<file path="config.mk">
export PLATFORM = sky130hd
export DESIGN_NAME = branch_dir_pred
export DESIGN_NICKNAME = d
export VERILOG_FILES = /design/src/rtl/bdp_pkg.sv /design/src/rtl/bdp_classify.sv /design/src/rtl/bdp_ctrl.sv /design/src/rtl/bdp_dpath.sv /design/src/rtl/branch_dir_pred.sv
export SDC_FILE = /design/constraint.sdc
export NUM_CORES = 1
export LEC_CHECK = 0
export BUFFER_PORTS_ARGS = -buffer_cell sky130_fd_sc_hd__buf_2
export CORE_ASPECT_RATIO = 0.5
export CORE_MARGIN = 8
export CORE_UTILIZATION = 50
export DETAILED_ROUTE_END_ITERATION = 6
export PLACE_DENSITY = 0.79
export SLEW_MARGIN = 25
export SYNTH_ARGS = -nofsm -noshare
export SYNTH_HDL_FRONTEND = slang
export SYNTH_HIERARCHICAL = 1
export SYNTH_SLANG_ARGS = --single-unit
export TNS_END_PERCENT = 10
</file>
<file path="constraint.sdc">
create_clock -name clk -period 1.75 [get_ports clk]
set_input_delay 0 -clock clk [delete_from_list [all_inputs] [get_ports clk]]
set_output_delay 0 -clock clk [all_outputs]
set_load 0.01 [all_outputs]
</file>
<file path="src/rtl/bdp_pkg.sv">
package bdp_pkg;

  typedef enum logic [1:0] {
    CLS_NONE = 2'd0,
    CLS_FOLD = 2'd1,
    CLS_SPEC = 2'd2
  } brClass_e;

  typedef struct packed {
    logic acceptSpec;
    logic resolveHit;
    logic stall;
  } bdpStrobe_t;

endpackage

</file>
<file path="src/rtl/bdp_classify.sv">
module bdp_classify
  import bdp_pkg::*;
(
  input  logic     brValid,
  input  logic     brCond,
  input  logic     dispNeg,
  input  logic     hintBit,
  input  logic     condReady,
  input  logic     condValue,
  output brClass_e cls,
  output logic     guess
);

  always_comb begin
    if (!brValid)                 cls = CLS_NONE;
    else if (!brCond || condReady) cls = CLS_FOLD;
    else                          cls = CLS_SPEC;
  end

  // Folded branches take the known direction; the hint only steers guesses.
  always_comb begin
    if (!brCond)        guess = 1'b1;
    else if (condReady) guess = condValue;
    else                guess = dispNeg ^ hintBit;
  end

endmodule

</file>
<file path="src/rtl/bdp_ctrl.sv">
module bdp_ctrl
  import bdp_pkg::*;
(
  input  logic       clk,
  input  logic       rstN,
  input  brClass_e   cls,
  input  logic       resolveValid,
  output bdpStrobe_t strobe
);

  logic pending;
  logic needSpec;

  assign needSpec          = (cls == CLS_SPEC);
  assign strobe.stall      = needSpec && pending && !resolveValid;
  assign strobe.acceptSpec = needSpec && !strobe.stall;
  assign strobe.resolveHit = resolveValid && pending;

  always_ff @(posedge clk or negedge rstN) begin
    if (!rstN)                   pending <= 1'b0;
    else if (strobe.acceptSpec)  pending <= 1'b1;
    else if (strobe.resolveHit)  pending <= 1'b0;
  end

endmodule

</file>
<file path="src/rtl/bdp_dpath.sv">
module bdp_dpath
  import bdp_pkg::*;
#(
  parameter int CNT_W = 16
) (
  input  logic             clk,
  input  logic             rstN,
  input  brClass_e         cls,
  input  logic             guess,
  input  bdpStrobe_t       strobe,
  input  logic             resolveTaken,
  output logic             predTaken,
  output logic             folded,
  output logic             speculative,
  output logic             mispredict,
  output logic [CNT_W-1:0] resolvedCount,
  output logic [CNT_W-1:0] missCount
);

  localparam logic [CNT_W-1:0] ONE = CNT_W'(1);

  logic predReg;
  logic wrongNow;

  assign folded      = (cls == CLS_FOLD);
  assign speculative = strobe.acceptSpec;
  assign predTaken   = (folded || strobe.acceptSpec) ? guess : 1'b0;
  assign wrongNow    = strobe.resolveHit && (resolveTaken != predReg);

  always_ff @(posedge clk or negedge rstN) begin
    if (!rstN)                  predReg <= 1'b0;
    else if (strobe.acceptSpec) predReg <= guess;
  end

  always_ff @(posedge clk or negedge rstN) begin
    if (!rstN) begin
      mispredict    <= 1'b0;
      resolvedCount <= '0;
      missCount     <= '0;
    end else begin
      mispredict <= wrongNow;
      if (strobe.resolveHit) resolvedCount <= resolvedCount + ONE;
      if (wrongNow)          missCount     <= missCount + ONE;
    end
  end

endmodule

</file>
<file path="src/rtl/branch_dir_pred.sv">
module branch_dir_pred
  import bdp_pkg::*;
#(
  parameter int CNT_W = 16
) (
  input  logic             clk,
  input  logic             rstN,
  input  logic             brValid,
  input  logic             brCond,
  input  logic             dispNeg,
  input  logic             hintBit,
  input  logic             condReady,
  input  logic             condValue,
  input  logic             resolveValid,
  input  logic             resolveTaken,
  output logic             predTaken,
  output logic             folded,
  output logic             speculative,
  output logic             stall,
  output logic             mispredict,
  output logic [CNT_W-1:0] resolvedCount,
  output logic [CNT_W-1:0] missCount
);

  brClass_e   cls;
  logic       guess;
  bdpStrobe_t strobe;

  bdp_classify classify_i (
    .brValid   (brValid),
    .brCond    (brCond),
    .dispNeg   (dispNeg),
    .hintBit   (hintBit),
    .condReady (condReady),
    .condValue (condValue),
    .cls       (cls),
    .guess     (guess)
  );

  bdp_ctrl ctrl_i (
    .clk          (clk),
    .rstN         (rstN),
    .cls          (cls),
    .resolveValid (resolveValid),
    .strobe       (strobe)
  );

  bdp_dpath #(.CNT_W(CNT_W)) dpath_i (
    .clk           (clk),
    .rstN          (rstN),
    .cls           (cls),
    .guess         (guess),
    .strobe        (strobe),
    .resolveTaken  (resolveTaken),
    .predTaken     (predTaken),
    .folded        (folded),
    .speculative   (speculative),
    .mispredict    (mispredict),
    .resolvedCount (resolvedCount),
    .missCount     (missCount)
  );

  assign stall = strobe.stall;

endmodule

</file>
==> reports/qor.txt <==
Status: finished clean
Max VDD drop: 0.529 mV
First-pass GRT wire length: 5690 um
Total Nets Final: 198
NetSw: 574 uW
Highest clock rate: 615 MHz
Resized cells post-CTS: 0
Final Skew: 0.00961 ns
Die H: 56.2 um
Startpoint Class: flop
Nature of the critical path endpoint: flop
GR peak layer: met2
Width of the die: 96.4 um
Worst hold path endpoint: ctrl_i/pending
Clk pwr share: 32.5%
R2R Setup Slk: 0.12 ns
Synth cell types: 25
FF/Latch Area: 876 um^2
Root buffer cell: clkbuf_8
Final WL: 3360 um
Multi-input logic area: 711 um^2
Ant diodes: 0
Dpl cells: 218
Dpl ws: 0.124 ns
Initial antenna violation count: 0
Ys async rst share: 100%
Hold path startpoint: resolveValid
Top cells by instance count after synthesis: 35 x dfrtp_1, 24 x xnor2_1, 13 x nand2_1
Synth Instances: 136
H-tree levels: 2
Sw frac: 28.8%
Vias in the first global route: 1215
Logic pwr share: 16.6%
Slew @ Worst Pin: 0.770 ns
Clock slew at the register clock pins of the worst setup and hold paths: 0.07 ns
Unrepaired setup endpoints after global routing: no
Seq pwr share: 50.9%
Reg-to-Reg End: dpath_i/resolvedCount[15]
Leading area contributor after synthesis: dfrtp_1
Final Hold Fails: 0
Setup violations, final: 0
Synthesized net count: 148
Share of cells above drive strength 1: 33.2%
WP data required: 1.93 ns
Final period util: 93.0%
Met2 Use GR: 22.6%
Deepest clock path buffer count: 2
Syn Area/Cell: 11.9 um^2
FILL cells: 253
Tmin final: 1.63 ns
IO Port Bufs: 46
Synth top area share: 54.1%
Fin cells: 227
# DRC: 0
CTS Buf Count: 5
Main flop type after synthesis: dfrtp_1
DP Wirelength: 2530 um
Power per Cell Area: 1010 nW/um^2
Initial DRC Count: 28
Max-cap violations: 0
Final setup margin: 0.123 ns
CP peak stage delay: 0.40 ns
Depth of the worst register-to-register path: 5
GP Congestion: 0.794
Count of state elements after synthesis: 35
Gr usage total: 13.4%
Row count: 14
Area delta synth->final: 22.4%
Critical Path Fanout Max: 8
Cell with the most instances after synthesis: dfrtp_1
GR Layer Usage met1: 14.7%
WHS Path Cells: 3
Internal power: 1.42 mW
DRT Pass-1 Iters: 4
Setup TNS: 0 ns
Slew HR: 48.7%
Area of the die: 5420 um^2
Mapped Area: 1620 um^2
Clk sink count: 35
Leakage power: 1.05 nW
Core region area: 3050 um^2
Post-synth EDFFs: 0
Vias per cell: 5.17
Dominant cells by area after synthesis: dfrtp_1 54%, xnor2_1 13%, xor2_1 4.3%
I/O pins: 47
Via Count: 1174
Post-synthesis sequential area ratio: 54.1%
CTS tree: done
Crit path cell chain: and2_2, and3_1, and4_1, nand4_1, xnor2_1
Hold Path Class: in -> reg
Largest net degree at the start of global routing: 36
Slew Limit Fails: 0
Worst path arrival time: 1.80 ns
DRT antenna net count: 0
Mean routed wirelength per cell: 14.8 um
Crit path max-delay cell type: dfrtp_1
Global route overflow: 0
Setup CP Type: reg -> reg
Worst skew pair latency: 0.29 ns
Reg2Reg Launch Point: ctrl_i/pending
YS warnings: 6
GR Util met3: 4.44%
Initial Utilization: 53.1%
-- power by group through the flow --
stage | Combinational (mW) | Clock (mW) | Sequential, mW
4_1_cts | 0.340 | 0.661 | 1.01
5_1_grt | 0.372 | 0.686 | 1.02
3_5_place_dp | 0.335 | 0 | 1.02
6_report | 0.331 | 0.648 | 1.01
3_3_place_gp | 0.323 | 0 | 1.02
2_1_floorplan | 0.145 | 0 | 1.04
-- critical path, delay by kind of cell (launching register included) --
kind / cells / cell delay [ns]
xor+xnor: 1 / 0.14
flops: 1 / 0.40
simple gates: 4 / 0.99
-- final cells by class --
cell class	count	area share (%)
multi-input cells	97	35.9
clock inverters	1	0.379
clock buffers	7	4.86
repair buffers	47	12.1
flip-flops and latches	35	44.2
well taps	40	2.53
-- registers in the layout, indices dropped and copies added (netlist names) --
| signal | cells |
|---|---|
| dpath_i/missCount | 16 |
| dpath_i/resolvedCount | 16 |
| ctrl_i/pending | 1 |
| dpath_i/mispredict | 1 |
| dpath_i/predReg | 1 |
-- kinds of logic after synthesis --
logic type      Yosys count  share of synthesized area, %
xor+xnor                 32                          17.3
compound gates            2                          1.01
flops                    35                          54.1
fa+ha+maj                 2                          1.55
mux                       3                          2.09
buf+inv                   4                          1.93
simple gates             58                          22.0
-- what timing repair did --
action,4_1_cts,5_1_grt
endpoints found under the hold margin,35,0
hold buffers,1,0
setup buffers,0,0
-- worst max path at each step --
stage,from,to,slack (ns),depth (start not counted)
4_1_cts,ctrl_i/pending,dpath_i/resolvedCount[15],0.13,5
6_report,ctrl_i/pending,dpath_i/resolvedCount[15],0.12,5
3_5_place_dp,ctrl_i/pending,dpath_i/resolvedCount[15],0.12,5
2_1_floorplan,ctrl_i/pending,dpath_i/resolvedCount[13],0.25,7
5_1_grt,ctrl_i/pending,dpath_i/resolvedCount[15],0.03,5
3_3_place_gp,ctrl_i/pending,dpath_i/resolvedCount[15],0.24,5
-- through the flow --
stage                     cell area [um^2]  hold slack [ns]  utilization (%)  total power, mW
after detailed placement              1870            0.123             61.2             1.36
final                                 1980           0.0156             65.0             1.99
after CTS                             1980           0.0159             65.0             2.01
after global routing                  1980           0.0245             65.0             2.08
after global placement                1870            0.112             61.2             1.34
after floorplan                       1620           -0.296                -             1.19
-- cell usage in the layout (no fill, tap or decap), drive strengths merged, types with 3 or more instances in the layout --
cell,n
clkbuf,7
dfrtp,35
mux2,3
nor2b,4
buf,46
xnor2,24
and2,3
xor2,8
and4,3
nand3,9
and3,8
nand4,9
nand2,13
-- metal layers --
metal	wire length (um)	vias up
li1	-	565
met1	1380	580
met2	1730	24
met3	198	5
met4	48	0
met5	0	-
No activity file was read; power rests on OpenSTA's default activity.
